File: src/rtl/cac_pkg.sv
package cac_pkg;
    localparam int WORD_W   = 32;
    localparam int FIELD_W  = 20;
    localparam int LOW_W    = 26;
    localparam int ADDR_W   = FIELD_W + LOW_W;
    localparam int FIELD_LO = WORD_W - FIELD_W;
    localparam int GRAN_W   = 5;
    localparam int SWAY_W   = 4;
    localparam int CWAY_W   = 3;
    localparam int DSR_W    = 4;

    typedef enum logic [1:0] {
        ST_IDLE  = 2'd0,
        ST_STEP1 = 2'd1,
        ST_STEP2 = 2'd2,
        ST_FIN   = 2'd3
    } cac_state_e;

    // granularity code -> address bit position
    function automatic logic [GRAN_W-1:0] gran_pos(input logic [1:0] code);
        case (code)
            2'd0:    return GRAN_W'(6);
            2'd1:    return GRAN_W'(8);
            2'd2:    return GRAN_W'(12);
            default: return GRAN_W'(30);
        endcase
    endfunction
endpackage

File: src/rtl/cac_range_match.sv
module cac_range_match
    import cac_pkg::*;
#(
    parameter int ENTRIES = 8,
    localparam int IDX_W = (ENTRIES > 1) ? $clog2(ENTRIES) : 1
) (
    input  logic [ADDR_W-1:0]              addr_i,
    input  logic [ENTRIES-1:0][WORD_W-1:0] base_w_i,
    input  logic [ENTRIES-1:0][WORD_W-1:0] way_w_i,
    output logic                           hit_o,
    output logic [IDX_W-1:0]               idx_o
);
    logic [ENTRIES-1:0] in_win;

    for (genvar i = 0; i < ENTRIES; i++) begin : g_ent
        logic [ADDR_W-1:0] win_lo;
        logic [ADDR_W-1:0] win_hi;
        logic              unused_low;
        assign win_lo     = {base_w_i[i][WORD_W-1:FIELD_LO], {LOW_W{1'b0}}};
        assign win_hi     = {way_w_i[i][WORD_W-1:FIELD_LO], {LOW_W{1'b1}}};
        assign in_win[i]  = (addr_i >= win_lo) && (addr_i <= win_hi);
        assign unused_low = ^{base_w_i[i][FIELD_LO-1:0], way_w_i[i][FIELD_LO-1:0]};
    end

    // lowest index wins
    always_comb begin
        hit_o = |in_win;
        idx_o = '0;
        for (int i = ENTRIES - 1; i >= 0; i--) begin
            if (in_win[i]) idx_o = IDX_W'(i);
        end
    end
endmodule

File: src/rtl/cac_divider.sv
module cac_divider
    import cac_pkg::*;
#(
    parameter int DW = ADDR_W,
    localparam int CNT_W = $clog2(DW + 1)
) (
    input  logic             clk,
    input  logic             rst_n,
    input  logic             start_i,
    input  logic [DW-1:0]    dividend_i,
    input  logic [DSR_W-1:0] divisor_i,
    output logic             done_o,
    output logic [DW-1:0]    quot_o
);
    typedef struct packed {
        logic [DW-1:0]    quo;
        logic [DW-1:0]    dvd;
        logic [DSR_W-1:0] rem;
        logic [DSR_W-1:0] dsr;
        logic [CNT_W-1:0] cnt;
        logic             busy;
        logic             done;
    } div_st_t;

    div_st_t div_d, div_q;
    logic [DSR_W:0] trial;

    always_comb begin
        div_d      = div_q;
        div_d.done = 1'b0;
        trial      = {div_q.rem, div_q.quo[DW-1]};
        if (start_i) begin
            div_d.quo  = dividend_i;
            div_d.dvd  = dividend_i;
            div_d.rem  = '0;
            div_d.dsr  = divisor_i;
            div_d.cnt  = CNT_W'(DW);
            div_d.busy = 1'b1;
        end else if (div_q.busy) begin
            if (trial >= {1'b0, div_q.dsr}) begin
                div_d.rem = DSR_W'(trial - {1'b0, div_q.dsr});
                div_d.quo = {div_q.quo[DW-2:0], 1'b1};
            end else begin
                div_d.rem = trial[DSR_W-1:0];
                div_d.quo = {div_q.quo[DW-2:0], 1'b0};
            end
            div_d.cnt = div_q.cnt - CNT_W'(1);
            if (div_q.cnt == CNT_W'(1)) begin
                div_d.busy = 1'b0;
                div_d.done = 1'b1;
            end
        end
    end

    always_ff @(posedge clk or negedge rst_n) begin
        if (!rst_n) div_q <= '0;
        else        div_q <= div_d;
    end

    assign done_o = div_q.done;
    assign quot_o = div_q.quo;

    AST_DIV_EXACT: assert property (@(posedge clk) disable iff (!rst_n)
        div_q.done |-> ((64'(div_q.quo) * 64'(div_q.dsr) + 64'(div_q.rem)) == 64'(div_q.dvd))
                       && (div_q.rem < div_q.dsr));
    AST_DIV_NONZERO: assert property (@(posedge clk) disable iff (!rst_n)
        start_i |-> (divisor_i != '0));
endmodule

File: src/rtl/chan_addr_compactor.sv
module chan_addr_compactor
    import cac_pkg::*;
#(
    parameter int ENTRIES = 8,
    parameter int CHANS   = 3,
    localparam int IDX_W  = (ENTRIES > 1) ? $clog2(ENTRIES) : 1,
    localparam int CH_W   = (CHANS > 1) ? $clog2(CHANS) : 1
) (
    input  logic                                      clk,
    input  logic                                      rst_n,
    input  logic [ENTRIES-1:0][WORD_W-1:0]            cfg_base_i,
    input  logic [ENTRIES-1:0][WORD_W-1:0]            cfg_way_i,
    input  logic [ENTRIES-1:0][CHANS-1:0][WORD_W-1:0] cfg_off_i,
    input  logic                                      in_valid_i,
    input  logic [ADDR_W-1:0]                         in_addr_i,
    input  logic [CH_W-1:0]                           in_chan_i,
    output logic                                      in_ready_o,
    output logic                                      out_valid_o,
    output logic                                      out_miss_o,
    output logic [ADDR_W-1:0]                         out_addr_o,
    output logic [SWAY_W-1:0]                         out_sock_ways_o,
    output logic [CWAY_W-1:0]                         out_chan_ways_o
);
    typedef struct packed {
        cac_state_e        st;
        logic              div_go;
        logic              chan_first;
        logic [ADDR_W-1:0] sys_addr;
        logic [ADDR_W-1:0] cur_addr;
        logic [GRAN_W-1:0] sg;
        logic [GRAN_W-1:0] cg;
        logic [SWAY_W-1:0] sw;
        logic [CWAY_W-1:0] cw;
        logic              out_valid;
        logic              out_miss;
        logic [ADDR_W-1:0] out_addr;
        logic [SWAY_W-1:0] out_sw;
        logic [CWAY_W-1:0] out_cw;
    } ctl_t;

    ctl_t ctl_d, ctl_q;

    logic              hit;
    logic [IDX_W-1:0]  hit_idx;
    logic [WORD_W-1:0] sel_base, sel_way, off_word;
    logic [ADDR_W-1:0] off_amt;
    logic              step_is_chan;
    logic [GRAN_W-1:0] g_sel;
    logic [DSR_W-1:0]  w_sel;
    logic [ADDR_W-1:0] low_src, low_mask, step_res;
    logic [ADDR_W-1:0] div_quot;
    logic              div_done;
    logic              unused_cfg;

    cac_range_match #(.ENTRIES(ENTRIES)) u_match (
        .addr_i   (in_addr_i),
        .base_w_i (cfg_base_i),
        .way_w_i  (cfg_way_i),
        .hit_o    (hit),
        .idx_o    (hit_idx)
    );

    assign sel_base = cfg_base_i[hit_idx];
    assign sel_way  = cfg_way_i[hit_idx];

    always_comb begin
        off_word = '0;
        for (int c = 0; c < CHANS; c++) begin
            if (in_chan_i == CH_W'(c)) off_word = cfg_off_i[hit_idx][c];
        end
    end

    assign off_amt    = {off_word[FIELD_W+3:4], {LOW_W{1'b0}}};
    assign unused_cfg = ^{sel_base[WORD_W-1:8], sel_base[3:0], sel_way[WORD_W-1:12],
                          sel_way[7:0], off_word[WORD_W-1:FIELD_W+4], off_word[3:0]};

    // step operands: channel step is first exactly when chan_first is set
    assign step_is_chan = (ctl_q.st == ST_STEP1) == ctl_q.chan_first;
    assign g_sel        = step_is_chan ? ctl_q.cg : ctl_q.sg;
    assign w_sel        = step_is_chan ? DSR_W'(ctl_q.cw) : ctl_q.sw;
    assign low_src      = ctl_q.chan_first ? ctl_q.cur_addr : ctl_q.sys_addr;
    assign low_mask     = (ADDR_W'(1) << g_sel) - ADDR_W'(1);
    assign step_res     = (div_quot << g_sel) | (low_src & low_mask);

    cac_divider #(.DW(ADDR_W)) u_div (
        .clk        (clk),
        .rst_n      (rst_n),
        .start_i    (ctl_q.div_go),
        .dividend_i (ctl_q.cur_addr >> g_sel),
        .divisor_i  (w_sel),
        .done_o     (div_done),
        .quot_o     (div_quot)
    );

    always_comb begin
        ctl_d           = ctl_q;
        ctl_d.div_go    = 1'b0;
        ctl_d.out_valid = 1'b0;
        case (ctl_q.st)
            ST_IDLE: begin
                if (in_valid_i) begin
                    if (hit) begin
                        ctl_d.st         = ST_STEP1;
                        ctl_d.div_go     = 1'b1;
                        ctl_d.sys_addr   = in_addr_i;
                        ctl_d.cur_addr   = in_addr_i - off_amt;
                        ctl_d.sg         = gran_pos(sel_base[5:4]);
                        ctl_d.cg         = gran_pos(sel_base[7:6]);
                        ctl_d.sw         = SWAY_W'(1) << sel_way[11:10];
                        ctl_d.cw         = CWAY_W'(sel_way[9:8]) + CWAY_W'(1);
                        ctl_d.chan_first = (sel_way[9:8] == 2'd2) &&
                                           (gran_pos(sel_base[5:4]) > gran_pos(sel_base[7:6]));
                    end else begin
                        ctl_d.st        = ST_FIN;
                        ctl_d.out_valid = 1'b1;
                        ctl_d.out_miss  = 1'b1;
                        ctl_d.out_addr  = '0;
                        ctl_d.out_sw    = '0;
                        ctl_d.out_cw    = '0;
                    end
                end
            end
            ST_STEP1: begin
                if (div_done) begin
                    ctl_d.cur_addr = step_res;
                    ctl_d.st       = ST_STEP2;
                    ctl_d.div_go   = 1'b1;
                end
            end
            ST_STEP2: begin
                if (div_done) begin
                    ctl_d.st        = ST_FIN;
                    ctl_d.out_valid = 1'b1;
                    ctl_d.out_miss  = 1'b0;
                    ctl_d.out_addr  = step_res;
                    ctl_d.out_sw    = ctl_q.sw;
                    ctl_d.out_cw    = ctl_q.cw;
                end
            end
            default: ctl_d.st = ST_IDLE;
        endcase
    end

    always_ff @(posedge clk or negedge rst_n) begin
        if (!rst_n) ctl_q <= '0;
        else        ctl_q <= ctl_d;
    end

    assign in_ready_o      = (ctl_q.st == ST_IDLE);
    assign out_valid_o     = ctl_q.out_valid;
    assign out_miss_o      = ctl_q.out_miss;
    assign out_addr_o      = ctl_q.out_addr;
    assign out_sock_ways_o = ctl_q.out_sw;
    assign out_chan_ways_o = ctl_q.out_cw;

    AST_MISS_CLEAR: assert property (@(posedge clk) disable iff (!rst_n)
        (out_valid_o && out_miss_o) |-> (out_addr_o == '0 && out_sock_ways_o == '0
                                         && out_chan_ways_o == '0));
    AST_SINGLE_PULSE: assert property (@(posedge clk) disable iff (!rst_n)
        out_valid_o |=> !out_valid_o);
    AST_BUSY_AFTER_ACCEPT: assert property (@(posedge clk) disable iff (!rst_n)
        (in_valid_i && in_ready_o) |=> !in_ready_o);
    AST_WAYS_LEGAL: assert property (@(posedge clk) disable iff (!rst_n)
        (out_valid_o && !out_miss_o) |-> ($countones(out_sock_ways_o) == 1
                                          && out_chan_ways_o >= CWAY_W'(1)
                                          && out_chan_ways_o <= CWAY_W'(4)));
endmodule

File: config.mk
export PLATFORM = sky130hd
export DESIGN_NAME = chan_addr_compactor
export DESIGN_NICKNAME = d
export VERILOG_FILES = /design/src/rtl/cac_pkg.sv /design/src/rtl/cac_range_match.sv /design/src/rtl/cac_divider.sv /design/src/rtl/chan_addr_compactor.sv
export SDC_FILE = /design/constraint.sdc
export NUM_CORES = 1
export LEC_CHECK = 0
export ABC_AREA = 1
export BUFFER_PORTS_ARGS = -buffer_cell sky130_fd_sc_hd__buf_2
export CAP_MARGIN = 0
export CORE_AREA = 2 2 547 549
export CTS_BUF_LIST = sky130_fd_sc_hd__clkbuf_4 sky130_fd_sc_hd__clkbuf_8 sky130_fd_sc_hd__clkbuf_16
export CTS_CLUSTER_SIZE = 16
export DETAILED_ROUTE_END_ITERATION = 16
export DIE_AREA = 0 0 549 551
export PLACE_DENSITY = 0.32
export SLEW_MARGIN = 10
export SYNTH_ARGS = -nofsm -noshare
export SYNTH_HDL_FRONTEND = slang
export SYNTH_SLANG_ARGS = --single-unit
File: constraint.sdc
create_clock -name clk -period 4.4 [get_ports clk]
set_input_delay 0.66 -clock clk [delete_from_list [all_inputs] [get_ports clk]]
set_output_delay 0.66 -clock clk [all_outputs]
set_load 0.05 [all_outputs]
==> flow_metrics.py <==
metrics = {
    "run": {
        "maxCapViolCount": 0,
    },
    "routing": {
        "drtIter0Drc": 3069,
        "maxUsedRoutingLayer": "met5",
        "dr_wl_met3_um": 13700,
        "wl_per_cell_um": 25.6,
        "met1_length_um": 125000,
        "postRouteAntennaNets": 0,
        "drtPass1Iterations": 6,
        "route.detailed.drc": 0,
        "vias_per_cell": 3.92,
        "wl_um": 260000,
        "vias": 39815,
        "met2_length_um": 114000,
    },
    "sta": {
        "setup_viol": 24,
        "min_period_ns": 5.49,
        "rsz0062_at_grt": "true",
        "final.setup_skew_ns": 0.0437,
        "fin_crit_sh_pct": 125,
        "fin_ws_ns": -1.09,
        "hold_viol": 0,
        "max_freq_mhz": 182,
        "maxSlewHeadroom_pct": 29.7,
        "tns_ns": -15.41,
        "hold_slack_ns": 0.169,
        "tightest_slew_ns": 1.06,
        "slew_violations": 0,
    },
    "clock_network": {
        "clk_latency_ns": 0.56,
        "cts-root-buf": "clkbuf_16",
        "cts-buffers-inserted": 34,
        "cts_sinks": 220,
        "cts.htree.levels": 2,
        "clk_pin_slew_ns": 0.06,
        "max-clock-path-buffers": 3,
        "tritoncts": "yes",
    },
    "pwr": {
        "power_leakage_nw": 24.7,
        "vdd_drop_max_mv": 0.425,
        "p_per_area_mw_per_mm2": 680,
    },
    "worst_setup_path": {
        "critical_path_class": "input pin to flop",
        "cpMostUsedCell": "buf_6",
        "cp_slowest_cell": "o41ai_4",
        "crit_path_max_incr_delay_ns": 0.62,
        "endpoint_kind": "flop",
        "critPathArrivalTime_ns": 5.93,
        "path_max_fanout": 7,
        "cp.required_ns": 4.84,
        "crit_path_start_kind": "input pin",
    },
    "global_routing": {
        "antenna_found_initial": 68,
        "grt_pass1_wl_um": 341000,
        "grt_max_degree": 79,
        "track_usage_pct": 16.3,
        "grt_pass1_vias": 39806,
        "overflow": 0,
    },
    "placement": {
        "io_buffer_count": 970,
        "dpl.hpwl_um": 226000,
        "placed_area_mm2": 0.0444,
        "gp_congestion": 0.940,
    },
    "synthesis": {
        "synthArstFlopShare_pct": 100,
        "syn-cell-area_mm2": 0.0285,
        "synth-seq-area-share_pct": 19.3,
        "synth.avg_cell_area_um2": 6.34,
        "yosys_warnings": 0,
        "ys.flop_type": "dfrtp_1",
        "synthMuxAreaShare_pct": 0.421,
        "synth_nets": 6197,
        "synth_compound_area_share_pct": 23.8,
        "synth_xor_area_share_pct": 0.337,
        "netlist_instances": 4506,
        "synth_top_family_by_area": "simple AND/OR/NAND/NOR gates",
        "synth_edf_count": 0,
        "yosys.area_share.simple_pct": 26.5,
        "ys_ff_latch": 220,
        "yosysUniqueCellTypes": 65,
        "synthAdderAreaFrac_pct": 15.8,
    },
    "die": {
        "die_h_um": 551,
        "fp-row-count": 200,
        "core-area_mm2": 0.296,
        "ios": 1387,
        "dieArea_mm2": 0.302,
        "die_w_um": 549,
        "start_util_pct": 9.63,
    },
    "final_layout": {
        "nFillCells": 34234,
        "syn_to_final_growth_pct": 78.5,
        "drive_gt1_share_pct": 40.9,
        "fin_util_pct": 17.2,
        "final_area_mm2": 0.0510,
        "final_net_count": 7861,
    },
    "run_status": {
        "outcome": "finished with violations",
        "violations": "negative setup slack",
    },
    "min_path": {
        "hp-class": "input pin to asynchronous set/reset pin",
    },
}
registers in the layout, indices dropped and copies added, names as in the netlist, 3 cells and up:
signal,count
out_chan_ways_o,3
u_div.quot_o,46
ctl_q,103
u_div.div_q,15
out_addr_o,46
out_sock_ways_o,4
critical path, delay by kind of cell:
kind	cells	cell delay, ns
xor+xnor	1	0.18
buf+inv	17	2.01
compound gates	9	1.72
simple gates	6	0.51
fa+ha+maj	3	0.75
final cells by class:
cell class	count	area (um^2)	area share, %
antenna	25	62.6	0.123
clock buffer	47	1010	1.98
clock inverter	13	180	0.354
inverter	636	2400	4.72
multi-input combinational	3371	22500	44.2
sequential	220	5510	10.8
tap	3939	4930	9.67
timing repair buffer	1907	14400	28.2
metrics by stage:
step / total power [mW] / setup WS [ns] / cells
2_1_floorplan: 14.1 / -0.498 / 4506
3_3_place_gp: 29.6 / -3.46 / 9948
3_5_place_dp: 29.5 / -3.35 / 9948
4_1_cts: 33.8 / -1.45 / 10065
6_report: 34.7 / -1.09 / 10158
5_1_grt: 36.7 / -1.37 / 10146
placed cells by master (no fill, tap or decap), drive strengths merged, types with 22 or more instances in the layout:
cell type  synthesis  layout
nor2             329     329
dfrtp            220     220
nand3            214     214
buf              197    1901
nor3              47      47
o21ai            523     523
inv              631     631
a22o              30      30
nand4             58      58
a22oi             33      33
o22ai             78      78
ha               358     358
o211ai            22      22
a31oi             29      29
clkbuf            83      52
o221ai            66      66
nand2           1177    1178
a32o              26      26
diode              0      25
a21oi            256     256
worst paths after layout:
check	from	endpoint	slack [ns]	cells after the start
worst max-delay path	in_addr_i[26]	ctl_q[104]	-1.09	36
max in group asynchronous	rst_n	ctl_q[164]	3.21	2
worst min-delay path	rst_n	out_addr_o[3]	0.17	1
min in group clk	in_addr_i[9]	ctl_q[127]	0.42	3
worst min register to register	ctl_q[131]	ctl_q[131]	0.47	2
worst max register to register	ctl_q[167]	ctl_q[101]	0.31	18
repair_timing:
| action | CTS | global route |
|---|---|---|
| buffers inserted | 66 | 86 |
| endpoints found under the hold margin | 0 | 0 |
| pin swaps | 120 | 231 |
| resized for setup | 448 | 452 |
| gates cloned | 8 | 3 |
| setup endpoints to repair | 156 | 34 |
| hold buffers | 0 | 0 |
logic make-up after synthesis:
logic type | count (synthesis)
AO/OA/AOI/OAI | 1139
flip-flops | 220
XOR/XNOR | 11
buffers and inverters | 916
adder cells (fa/ha/maj) | 360
multiplexers | 12
AND/OR/NAND/NOR | 1848
layer usage:
metal,GRT usage (%),vias up
met2,25.8,1582
met1,23.4,19469
li1,-,18504
met5,0,-
met3,2.13,248
met4,3.24,12
cell usage after synthesis (9+ instances only):
cell | instances | area (um^2)
o221ai_1 | 66 | 578
buf_2 | 94 | 470
nand2_1 | 1169 | 4390
buf_4 | 74 | 556
o22ai_1 | 78 | 488
inv_2 | 24 | 90.1
o21a_1 | 9 | 67.6
buf_1 | 16 | 60.1
nor2_2 | 9 | 56.3
ha_1 | 358 | 4480
mux2i_1 | 12 | 120
inv_1 | 606 | 2270
nand3_1 | 214 | 1070
o211ai_1 | 22 | 165
dfrtp_1 | 220 | 5510
buf_6 | 13 | 146
a31oi_1 | 29 | 181
a22oi_1 | 33 | 248
o21ai_1 | 78 | 390
nor2_1 | 316 | 1190
o21ai_0 | 437 | 2190
a221o_1 | 12 | 120
a32o_1 | 26 | 260
nand4_1 | 58 | 363
a21oi_1 | 255 | 1280
o2111ai_1 | 9 | 78.8
a22o_1 | 30 | 263
nor3_1 | 45 | 225
clkbuf_1 | 82 | 308
where the power goes:
part,total [mW],internal [mW],switching [mW]
registers,3.46,2.85,0.615
clock network,2.99,1.84,1.14
logic,28.2,10.7,17.5
(Power assumes the default switching activity.)
